## config.mk

```make
export PLATFORM = sky130hd
export DESIGN_NAME = vserr_syndrome_reg
export DESIGN_NICKNAME = d
export VERILOG_FILES = /design/src/rtl/vserr_syndrome_reg.sv
export SDC_FILE = /design/constraint.sdc
export NUM_CORES = 1
export LEC_CHECK = 0
export ABC_AREA = 1
export BUFFER_PORTS_ARGS = -buffer_cell sky130_fd_sc_hd__clkbuf_2
export CORE_MARGIN = 4
export CORE_UTILIZATION = 35
export DETAILED_ROUTE_END_ITERATION = 10
export GPL_ROUTABILITY_DRIVEN = 0
export PLACE_DENSITY = 0.91
export SYNTH_ARGS = -nofsm -noshare
export SYNTH_HDL_FRONTEND = slang
export SYNTH_SLANG_ARGS = --single-unit
export TNS_END_PERCENT = 10
```

## constraint.sdc

```tcl
create_clock -name clk -period 1.83 [get_ports clk]
set_clock_uncertainty 0.05 [all_clocks]
set_input_delay 0 -clock clk [delete_from_list [all_inputs] [get_ports clk]]
set_output_delay 0 -clock clk [all_outputs]
set_load 0.02 [all_outputs]
```

## src/rtl/vserr_syndrome_reg.sv

```systemverilog
module vserr_syndrome_reg #(
  parameter logic [5:0] TRAP_EC = 6'h03
) (
  input  logic        clk,
  input  logic        rst_n,
  input  logic [1:0]  priv,
  input  logic        hyp_en,
  input  logic        hyp_state32,
  input  logic        hyp_trap,
  input  logic        nonsec,
  input  logic        acc_valid,
  input  logic        acc_write,
  input  logic [31:0] wr_data,
  output logic [31:0] rd_data,
  output logic        undef_pulse,
  output logic        trap_pulse,
  output logic [5:0]  trap_code,
  output logic        trap_state64,
  input  logic        ev_taken,
  input  logic        ev_deferred,
  output logic        fsr_we,
  output logic        disr_we,
  output logic [31:0] syn_data
);

  logic [1:0] aet_q;
  logic       ext_q;

  wire        lvl_ok   = (priv == 2'd2) || (priv == 2'd3 && nonsec);
  wire        lvl_trap = (priv == 2'd1) && hyp_en && hyp_trap;
  wire        grant    = acc_valid && lvl_ok;
  wire        do_undef = acc_valid && !lvl_ok && !lvl_trap;
  wire        do_trap  = acc_valid && lvl_trap;
  wire [31:0] word     = {16'h0, aet_q, 1'b0, ext_q, 12'h0};
  wire        any_ev   = ev_taken || ev_deferred;
  wire [31:0] unused_wr = {wr_data[31:16], wr_data[13], wr_data[11:0], 3'b000};

  always_ff @(posedge clk) begin
    if (!rst_n) begin
      aet_q        <= 2'b00;
      ext_q        <= 1'b0;
      rd_data      <= 32'h0;
      undef_pulse  <= 1'b0;
      trap_pulse   <= 1'b0;
      trap_code    <= 6'h0;
      trap_state64 <= 1'b0;
      fsr_we       <= 1'b0;
      disr_we      <= 1'b0;
      syn_data     <= 32'h0;
    end else begin
      if (grant && acc_write) begin
        aet_q <= wr_data[15:14];
        ext_q <= wr_data[12];
      end
      rd_data      <= (grant && !acc_write) ? word : 32'h0;
      undef_pulse  <= do_undef;
      trap_pulse   <= do_trap;
      trap_code    <= do_trap ? TRAP_EC : 6'h0;
      trap_state64 <= do_trap && !hyp_state32;
      fsr_we       <= ev_taken && !ev_deferred;
      disr_we      <= ev_deferred;
      syn_data     <= any_ev ? word : 32'h0;
    end
  end

  assert_reserved_zero_R2: assert property (@(posedge clk) disable iff (!rst_n)
    (rd_data & 32'hFFFF2FFF) == 32'h0 && (syn_data & 32'hFFFF2FFF) == 32'h0);

  assert_level0_undef_R3: assert property (@(posedge clk) disable iff (!rst_n)
    (acc_valid && priv == 2'd0) |=> (undef_pulse && !trap_pulse && rd_data == 32'h0));

  assert_trap_code_R4: assert property (@(posedge clk) disable iff (!rst_n)
    trap_pulse |-> (trap_code == TRAP_EC));

  assert_denied_hold_R7: assert property (@(posedge clk) disable iff (!rst_n)
    (acc_valid && !grant) |=> $stable({aet_q, ext_q}));

  assert_strobe_excl_R7: assert property (@(posedge clk) disable iff (!rst_n)
    !(undef_pulse && trap_pulse));

  assert_one_target_R10: assert property (@(posedge clk) disable iff (!rst_n)
    !(fsr_we && disr_we));

  assert_idle_quiet_R11: assert property (@(posedge clk) disable iff (!rst_n)
    (!acc_valid && !any_ev) |=> (!undef_pulse && !trap_pulse && !fsr_we && !disr_we && rd_data == 32'h0));

endmodule

```

# Word level (Yosys, flattened, before mapping)
# Cells that the tools add are included.
# classes
eq_ne	3
muxes	1
reduce_logical	20
# op_table
operator	n
1-bit logical AND	11
1-bit logical NOT	5
2-bit equality test, second input constant	2
2-bit AND reduction	2
2-bit by 1-bit equality test with 1-bit output, second input constant	1
1-bit logical OR	2
2-bit two-way mux	1
# word_totals
reg_bits	78
output_inout_bits	75
wordCells	36

# Longest topological paths before layout
# Gate-level depths: netlist of run 1.
# logic_depth
ltp_word	6
mapped_depth	6

# Worst setup path after synthesis of run 1
# OpenSTA, ideal clock, no wires.
# synth_path
path_type	register -> output
startpoint	register trap_code[0]
endpoint	output port trap_code[0]
arrival_ns	0.617
slack_ns	1.163
stages_incl_launch_ff	2
path_buffers	1
path_cell_list	dfxtp_1 buf_4
# synth_lines
element	line_no	rtl
start: declaration	17	output logic [5:0] trap_code,
start signal: assignment	58	trap_code <= do_trap ? TRAP_EC : 6'h0;
# No word-level cell between the ends.

==> flow_summary.json, run 1 <==
{
  "run_status": "completed",
  "finalCritPeriodShare": 0.754,
  "cts_buffers": 3,
  "worstPathMaxFanout": 7,
  "ys_seq_elements": 14,
  "setup-tns-final_ps": 0,
  "finalSetupViolations": 0,
  "hold_path.class": "primary input to register",
  "timing_worst_setup_path_type": "primary input to register",
  "drt_wl_total_um": 1480,
  "slew_violations": 0,
  "chipWidth_um": 60.4,
  "insertedDiodeCount": 0,
  "cts.path.max_buffers": 2,
  "final-hold-violation-count": 0,
  "mappedNetlistArea_um2": 961,
  "grt-busiest-layer": "met2",
  "first_global_vias": 439,
  "design.final.nets": 206,
  "seq_area_frac_synth": 0.292,
  "worst_hold_startpoint": "wr_data[12]",
  "htree_num_levels": 1,
  "ant_nets": 0,
  "dp_cells": 179,
  "dieHeight_um": 60.4,
  "drt-pass1-iter-count": 2,
  "layout_min_cycle_time_ps": 1380,
  "worst_setup_path_end_kind": "register",
  "root_buffer": "sky130_fd_sc_hd__clkbuf_4",
  "synthesis.area_per_instance_um2": 7.69,
  "placed_cell_area_um2": 882,
  "rsz0062_at_grt": "no",
  "maxCapViolations": 0,
  "globalRouteTotalUtil": 0.0604,
  "final_cell_area_um2": 998,
  "globalRouteMet3Util": 0.0128,
  "first_pass_grt_wire_length_um": 1610,
  "static-leakage-power_nw": 0.613,
  "finalCoreUtilization": 0.392,
  "final_cells": 191,
  "cts.sink_count": 14,
  "grt_max_degree": 9,
  "cp-startpoint": "rst_n",
  "rows": 18,
  "critical_path.startpoint_type": "primary input",
  "num_vias": 635,
  "die-area_um2": 3650,
  "power.density_nw_per_um2": 714,
  "worst_ir_drop_vdd_uv": 477,
  "number_of_primary_i_o_pins": 119,
  "wl_per_cell_um": 7.75,
  "area.growth.synth_to_final_pct": 3.91,
  "floorplan.core_area_um2": 2540,
  "number_of_antenna_violations_at_the_first_check_in_global_routing": 0,
  "grt.met1_usage": 0.0385,
  "via_per_inst": 3.32,
  "critical_path_arrival_ps": 1550,
  "fmax_ghz": 0.725,
  "postSynthCellCount": 125,
  "initial_utilization": 0.378,
  "post_synth_num_cell_types": 14,
  "post-cts-setup-buffers": 0,
  "timing.critical_path.required_ps": 2000,
  "drt_first_iter_violations": 11,
  "yosysWarningCount": 0,
  "clk_pin_slew_worst_setup_hold_paths_ps": 80,
  "totalPowerFinal_uw": 713,
  "worst_r2r_startpoint": "aet_q[0]$_SDFFE_PN0P_",
  "global_route.overflow_total": 0,
  "dp_hpwl_um": 1180,
  "io_buffer_count": 27,
  "route.detailed.drc": 0,
  "insertion_delay_ps": 280,
  "cts_tree": "built",
  "drive_gt1_frac": 0.205,
  "groute.layer.met2.usage": 0.139
}
[repair_timing]
action | CTS | global route
gates resized for setup | 0 | 0
endpoints found under the setup margin | 0 | 0
hold buffers | 8 | 0
hold endpoints to repair | 11 | 0
[worst paths after layout]
check / end / slack [ps] / cells after the start
setup / recovery: trap_state64$_SDFF_PN0_ / 450 / 5
setup reg to reg: aet_q[0]$_SDFFE_PN0P_ / 1150 / 4
hold reg to reg: syn_data[12]$_SDFF_PN0_ / 420 / 2
hold / removal: ext_q$_SDFFE_PN0P_ / 8 / 5
[where the power goes]
part	internal [mW]	total, mW	switching [mW]
logic	0.0321	0.184	0.152
registers	0.313	0.315	0.00192
clock network	0.121	0.215	0.0935
[sequential cells by signal, summed over array words and instances, names as in the netlist]
signal / count
rd_data: 3
aet_q: 2
fsr_we: 1
disr_we: 1
undef_pulse: 1
syn_data: 3
trap_state64: 1
ext_q: 1
trap_code: 1
[worst max-delay path: stages]
cell and delay (ps):
sky130_fd_sc_hd__dlygate4sd3_1 530, sky130_fd_sc_hd__clkbuf_2 180, sky130_fd_sc_hd__nand2_2 100, sky130_fd_sc_hd__nor3_1 170
sky130_fd_sc_hd__dlygate4sd3_1 560
[routing by layer]
layer	wire length [µm]	part of all wire
met1	374	0.25
met2	832	0.56
met3	246	0.17
met4	26	0.018
met5	0	0
[synthesized netlist by cell type, drive strengths merged]
cell type  count  area share
buf           64        0.50
o21ai          1      0.0052
conb           1      0.0039
nor3           1      0.0052
a21oi          1      0.0052
nand3          1      0.0052
inv           13       0.051
nand4          4       0.026
dfxtp         14        0.29
nand2         12       0.049
nor3b          1      0.0078
nor2          12       0.049
[per-stage QoR]
stage	hold slack, ps	setup WS (ps)
3_3_place_gp	121	1160
6_report	7.74	451
4_1_cts	1.07	496
3_5_place_dp	117	1140
5_1_grt	38.7	389
2_1_floorplan	21.5	1160
[cells in the final DEF (no fill, tap or decap)]
master	count
sky130_fd_sc_hd__a21oi_1	1
sky130_fd_sc_hd__clkbuf_2	27
sky130_fd_sc_hd__clkbuf_4	3
sky130_fd_sc_hd__clkbuf_8	1
sky130_fd_sc_hd__conb_1	62
sky130_fd_sc_hd__dfxtp_1	14
sky130_fd_sc_hd__dlygate4sd3_1	8
sky130_fd_sc_hd__inv_1	13
sky130_fd_sc_hd__nand2_1	11
sky130_fd_sc_hd__nand2_2	1
sky130_fd_sc_hd__nand3_1	1
sky130_fd_sc_hd__nand4_1	4
sky130_fd_sc_hd__nor2_1	11
sky130_fd_sc_hd__nor2_2	1
sky130_fd_sc_hd__nor3_1	1
sky130_fd_sc_hd__nor3b_1	1
sky130_fd_sc_hd__o21ai_0	1
[layout make-up]
| class | count | area (µm²) |
|---|---|---|
| inverter | 13 | 48.8 |
| tap | 30 | 37.5 |
| sequential | 14 | 280 |
| timing repair buffer | 35 | 215 |
| clock buffer | 4 | 36.3 |
| multi-input combinational | 95 | 380 |
| fill | 258 | 1550 |
[cell families (layout without fill, tap and decap cells)]
group,count (synthesis),in the layout,share of synthesized area
buf+inv,77,52,0.551
other cells,1,62,0.00390
flops,14,14,0.292
compound gates,2,2,0.0104
simple gates,31,31,0.143
(Power assumes the default switching activity.)
==> inputs of run 2 (changes only) <==
- ABC_AREA: 1 -> 0
- CORE_UTILIZATION: 35 -> 29
- PLACE_DENSITY: 0.91 -> 0.81
- clock period: 1.83 -> 1.1 ns (I/O delays scaled with it)
==> run 2 against run 1 <==
  * Combinational power rose by 70%
  * Non-clock buffer count rose by 4
  * First-iteration DRC count rose to 5.0 times the previous value
  * Via count fell by 6.9%
  * Worst setup slack got worse by 370 ps
  * Wire length rose by 3.7%
  * Core utilization fell by 6.0 points
  * Register-to-register slack got worse by 810 ps
  * Critical path depth did not move
  * Sequential cell count did not move
  * Hold slack improved by 23 ps
  * Critical path type unchanged
==> flow_summary.json, run 2 <==
{
  "root_buffer": "sky130_fd_sc_hd__clkbuf_4",
  "globalRouteTotalUtil": 0.0612,
  "initial_utilization": 0.309,
  "n_fill_cell": 312,
  "most_repeated_cell_in_the_gate_level_netlist_after_synthesis": "sky130_fd_sc_hd__buf_4",
  "rows": 20,
  "dp_hpwl_um": 1210,
  "global_route.overflow_total": 0,
  "worst_hold_startpoint": "rst_n",
  "design.final.nets": 191,
  "drt_first_iter_violations": 55,
  "num_vias": 591,
  "worst_setup_path_end_kind": "register",
  "ys_seq_elements": 14,
  "layout_min_cycle_time_ps": 1020,
  "mappedNetlistArea_um2": 958,
  "hold-path-endpoint": "ext_q$_SDFFE_PN0P_",
  "synthDominantAreaCellType": "sky130_fd_sc_hd__buf_4",
  "floorplan.core_area_um2": 3100,
  "r2r_setup_slack_ps": 340,
  "static-leakage-power_nw": 0.572,
  "post_synth_num_cell_types": 18,
  "cts_buffers": 3,
  "grt_max_degree": 11,
  "dominantRegCellSynth": "sky130_fd_sc_hd__dfxtp_1",
  "mostFrequentLayoutCell": "sky130_fd_sc_hd__conb_1",
  "drt-pass1-iter-count": 3,
  "finalCoreUtilization": 0.333,
  "hold_path.class": "primary input to register",
  "first_global_vias": 458,
  "rsz0062_at_grt": "no",
  "largest_regs": "rd_data: 3 flops, syn_data: 3 flops, aet_q: 2 flops",
  "area.growth.synth_to_final_pct": 7.70,
  "final_cell_mix": "sky130_fd_sc_hd__conb_1 (62), sky130_fd_sc_hd__clkbuf_2 (27), sky130_fd_sc_hd__dfxtp_1 (14), sky130_fd_sc_hd__dlygate4sd3_1 (12), sky130_fd_sc_hd__nand2_1 (6)",
  "worst_r2r_startpoint": "aet_q[1]$_SDFFE_PN0P_",
  "critical_path_arrival_ps": 1180,
  "yosysWarningCount": 0,
  "setup-tns-final_ps": 0,
  "drt_wl_total_um": 1540,
  "insertion_delay_ps": 270,
  "io_buffer_count": 27,
  "chipWidth_um": 65.5,
  "power.density_nw_per_um2": 1070,
  "worst_ir_drop_vdd_uv": 222,
  "insertedDiodeCount": 0,
  "finalCritPeriodShare": 0.930,
  "min_delay_path_depth": 3,
  "run_status": "completed",
  "worstPathMaxFanout": 3,
  "netlist_top_cells_area": "sky130_fd_sc_hd__buf_4 (51%), sky130_fd_sc_hd__dfxtp_1 (29%), sky130_fd_sc_hd__mux2i_1 (3.1%)",
  "number_of_primary_i_o_pins": 119,
  "postSynthCellCount": 107,
  "htree_num_levels": 1,
  "clk_pin_slew_worst_setup_hold_paths_ps": 70,
  "number_of_antenna_violations_at_the_first_check_in_global_routing": 0,
  "maxCapViolations": 0,
  "first_pass_grt_wire_length_um": 1950,
  "wl_per_cell_um": 8.12,
  "via_per_inst": 3.13,
  "rr_endpoint": "rd_data[15]$_SDFF_PN0_",
  "synth.top_cells.by_count": "sky130_fd_sc_hd__buf_4 (65), sky130_fd_sc_hd__dfxtp_1 (14), sky130_fd_sc_hd__nand2_1 (6)",
  "number_of_enable_flip_flop_cells_after_synthesis": 0,
  "timing.critical_path.required_ps": 1260,
  "die-area_um2": 4290,
  "critical_path.startpoint_type": "primary input",
  "r2r.worst_path.cells": 1,
  "drive_gt1_frac": 0.241,
  "seq_area_frac_synth": 0.292,
  "fmax_ghz": 0.978,
  "finalSetupViolations": 0,
  "cts_tree": "built",
  "cts.path.max_buffers": 2,
  "dieHeight_um": 65.5,
  "route.detailed.drc": 0,
  "synth_top_area_frac": 0.509,
  "cts.sink_count": 14,
  "synthArstFlopShare": 0,
  "synthesis.area_per_instance_um2": 8.96,
  "final-hold-violation-count": 0,
  "timing_worst_setup_path_type": "primary input to register",
  "slew_violations": 0,
  "ant_nets": 0
}
[run 2: worst max path at each step]
stage / startpoint / to / slack [ps]
after CTS: priv[0] / ext_q$_SDFFE_PN0P_ / 80
after global placement: priv[0] / aet_q[0]$_SDFFE_PN0P_ / 340
final: priv[0] / ext_q$_SDFFE_PN0P_ / 80
after detailed placement: priv[0] / aet_q[1]$_SDFFE_PN0P_ / 320
after global routing: priv[0] / aet_q[1]$_SDFFE_PN0P_ / 30
after floorplan: trap_code[0]$_SDFF_PN0_ / trap_code[0] / 430
[run 2: per-layer routing]
metal / vias up / GRT usage / share of wire
li1: 292 / - / -
met1: 247 / 0.0468 / 0.29
met2: 50 / 0.124 / 0.54
met3: 2 / 0.0171 / 0.15
met4: 0 / 0.0466 / 0.019
met5: - / 0 / 0
[run 2: final cells by class]
cell class,count,area (µm²),share of cell area
multi-input cells,88,415,0.402
repair buffers,39,255,0.247
well taps,44,55.1,0.0533
inverters,1,3.75,0.00364
clock buffers,3,22.5,0.0218
flip-flops and latches,14,280,0.272
[run 2: worst max-delay path, cell delays in order]
cell and delay, ps:
sky130_fd_sc_hd__dlygate4sd3_1 530, sky130_fd_sc_hd__clkbuf_2 110, sky130_fd_sc_hd__inv_2 40, sky130_fd_sc_hd__o2111ai_2 290, sky130_fd_sc_hd__mux2i_1 210
[run 2: kinds of logic (layout without fill, tap and decap cells)]
kind of cell / count (synthesis) / count (layout) / synth area share
AND/OR/NAND/NOR: 20 / 20 / 0.127
flip-flops: 14 / 14 / 0.292
other: 1 / 62 / 0.00391
buffers and inverters: 66 / 43 / 0.513
AO/OA/AOI/OAI: 3 / 3 / 0.0326
multiplexers: 3 / 3 / 0.0313
[run 2: what timing repair did]
item                                   in CTS  in global routing
setup buffers                               0                  0
hold buffers                               12                  0
endpoints found under the hold margin      11                  0
resized for setup                           0                  0
[run 2: metrics by stage]
stage	hold WS [ps]	setup WS, ps	instances	total power, mW	instance area, µm²
3_3_place_gp	119	341	174	0.802	890
4_1_cts	17.9	83.3	189	1.11	1030
5_1_grt	34.8	29.5	189	1.17	1030
6_report	31.0	77.0	189	1.10	1030
3_5_place_dp	120	316	174	0.803	890
2_1_floorplan	26.7	433	168	0.931	1190
[run 2: where the power goes]
group / total (mW) / switching [mW] / internal (mW)
sequential: 0.521 / 0.00393 / 0.517
combinational: 0.312 / 0.245 / 0.0664
clock: 0.271 / 0.144 / 0.127
total: 1.10 / 0.393 / 0.711
==> inputs of run 3 (changes only) <==
- SETUP_SLACK_MARGIN: default -> 0.15
==> run 3 against run 2 <==
  * The flow now finishes with violations (negative hold slack)
  * Register-to-register slack about the same
  * First-iteration DRC count decreased by 55%
  * Combinational power about the same
  * Fmax increased by 6.2%
  * Non-clock buffer count unchanged
  * Final cell count unchanged
  * Largest cell class unchanged
  * Highest routed layer unchanged
==> flow_summary.json, run 3 (synthesis gave the netlist of run 2 again) <==
{
  "run_status": "finished with violations",
  "violations": "negative hold slack",
  "worst_hold_slack_ps": -20.0,
  "number_of_primary_i_o_pins": 119,
  "maxCapViolations": 0,
  "final_cell_mix": "sky130_fd_sc_hd__conb_1 (62), sky130_fd_sc_hd__clkbuf_2 (27), sky130_fd_sc_hd__dfxtp_1 (14), sky130_fd_sc_hd__dlygate4sd3_1 (12), sky130_fd_sc_hd__nand2_1 (6)",
  "via_per_inst": 3.21,
  "drt_wl_total_um": 1550,
  "setup-tns-final_ps": 0,
  "post-cts-setup-buffers": 0,
  "hold-path-endpoint": "trap_state64$_SDFF_PN0_",
  "finalCritPeriodShare": 0.876,
  "static-leakage-power_nw": 0.577,
  "number_of_antenna_violations_at_the_first_check_in_global_routing": 0,
  "cts_tree": "built",
  "min_delay_path_depth": 3,
  "dp_hpwl_um": 1210,
  "placed_cell_area_um2": 890,
  "layout_min_cycle_time_ps": 963,
  "fmax_ghz": 1.04,
  "clk_pin_slew_worst_setup_hold_paths_ps": 70,
  "global_route.overflow_total": 0,
  "final-hold-violation-count": 1,
  "io_buffer_count": 27,
  "ant_nets": 0,
  "drt_first_iter_violations": 25,
  "r2r_setup_slack_ps": 340,
  "largest_regs": "rd_data: 3 flops, syn_data: 3 flops, aet_q: 2 flops",
  "worst_r2r_startpoint": "aet_q[1]$_SDFFE_PN0P_",
  "die-area_um2": 4290,
  "first_global_vias": 435,
  "num_vias": 607,
  "finalSetupViolations": 0,
  "critical_path.startpoint_type": "primary input",
  "first_pass_grt_wire_length_um": 1900,
  "area.growth.synth_to_final_pct": 9.53,
  "wl_per_cell_um": 8.21,
  "design.final.nets": 191,
  "cts.path.max_buffers": 2,
  "hold_path.class": "primary input to register",
  "timing_worst_setup_path_type": "primary input to register",
  "dp_cells": 174,
  "final_cells": 189,
  "chipWidth_um": 65.5,
  "n_fill_cell": 312,
  "mostFrequentLayoutCell": "sky130_fd_sc_hd__conb_1",
  "cts.sink_count": 14,
  "htree_num_levels": 1,
  "timing.critical_path.required_ps": 1240,
  "slew_violations": 0,
  "seqCellArea_um2": 280,
  "rows": 20,
  "globalRouteTotalUtil": 0.0604,
  "critical_path_arrival_ps": 1100,
  "worst_ir_drop_vdd_uv": 221,
  "rr_endpoint": "rd_data[15]$_SDFF_PN0_",
  "worst_setup_path_end_kind": "register",
  "root_buffer": "sky130_fd_sc_hd__clkbuf_4",
  "floorplan.core_area_um2": 3100,
  "route.detailed.drc": 0,
  "r2r.worst_path.cells": 1,
  "totalPowerFinal_mw": 1.11,
  "drt-pass1-iter-count": 3,
  "multi_input_gate_area_um2": 433,
  "insertion_delay_ps": 270,
  "power.density_nw_per_um2": 1050,
  "worstPathMaxFanout": 5,
  "initial_utilization": 0.309,
  "grt_max_degree": 11,
  "insertedDiodeCount": 0,
  "drive_gt1_frac": 0.262,
  "worst_hold_startpoint": "hyp_trap",
  "dieHeight_um": 65.5,
  "rsz0062_at_grt": "yes",
  "cts_buffers": 3,
  "final_cell_area_um2": 1050
}
run 3: changes by cell type in the layout (fill, tap and decap cells not counted):
| cell | delta |
|---|---|
| sky130_fd_sc_hd__nor3_1 | -1 |
| sky130_fd_sc_hd__nor3_2 | +1 |
| sky130_fd_sc_hd__nor4b_2 | +2 |
| sky130_fd_sc_hd__nor4b_1 | -2 |
run 3: worst max-delay path: stages:
cell	delay [ps]
sky130_fd_sc_hd__clkbuf_2	150
sky130_fd_sc_hd__o21ai_2	90
sky130_fd_sc_hd__dlygate4sd3_1	590
sky130_fd_sc_hd__nor4b_2	270
run 3: timing repair:
action / in CTS / in global routing
resized for setup: 0 / 3
endpoints found under the hold margin: 11 / 1
hold buffers: 11 / 1
endpoints found under the setup margin: 0 / 6
run 3: per-layer routing:
layer,share of wire,track usage,routed length [µm],vias up
met5,0,0,0,-
met4,0.019,0.0466,29,0
met3,0.14,0.0171,223,2
met2,0.54,0.119,835,50
met1,0.30,0.0489,462,264
li1,-,-,-,291
run 3: per-stage QoR:
| step | worst slack [ps] | utilization |
|---|---|---|
| CTS | 154 | 0.329 |
| global placement | 341 | 0.287 |
| global route | 92.1 | 0.338 |
| detailed placement | 316 | 0.287 |
| finish | 137 | 0.338 |
| floorplan | 433 | - |
run 3: how the worst max path moves through the flow:
stage,startpoint,depth (start not counted),to
after CTS,priv[0],5,rd_data[14]$_SDFF_PN0_
final,priv[1],4,rd_data[12]$_SDFF_PN0_
after detailed placement,priv[0],4,aet_q[1]$_SDFFE_PN0P_
after floorplan,trap_code[0]$_SDFF_PN0_,1,trap_code[0]
after global placement,priv[0],4,aet_q[0]$_SDFFE_PN0P_
after global routing,priv[1],4,rd_data[14]$_SDFF_PN0_
run 3: layout make-up:
class,instances,share of cell area
repair buffers,39,0.243
flip-flops and latches,14,0.267
clock buffers,3,0.0215
multi-input cells,88,0.412
well taps,44,0.0524
inverters,1,0.00358
run 3: power breakdown:
part / internal, mW / switching (mW) / total [mW] / leakage [nW]
combinational: 0.0663 / 0.249 / 0.315 / 0.449
sequential: 0.517 / 0.00389 / 0.521 / 0.114
clock: 0.127 / 0.142 / 0.269 / 0.0138
total: 0.711 / 0.395 / 1.11 / 0.577
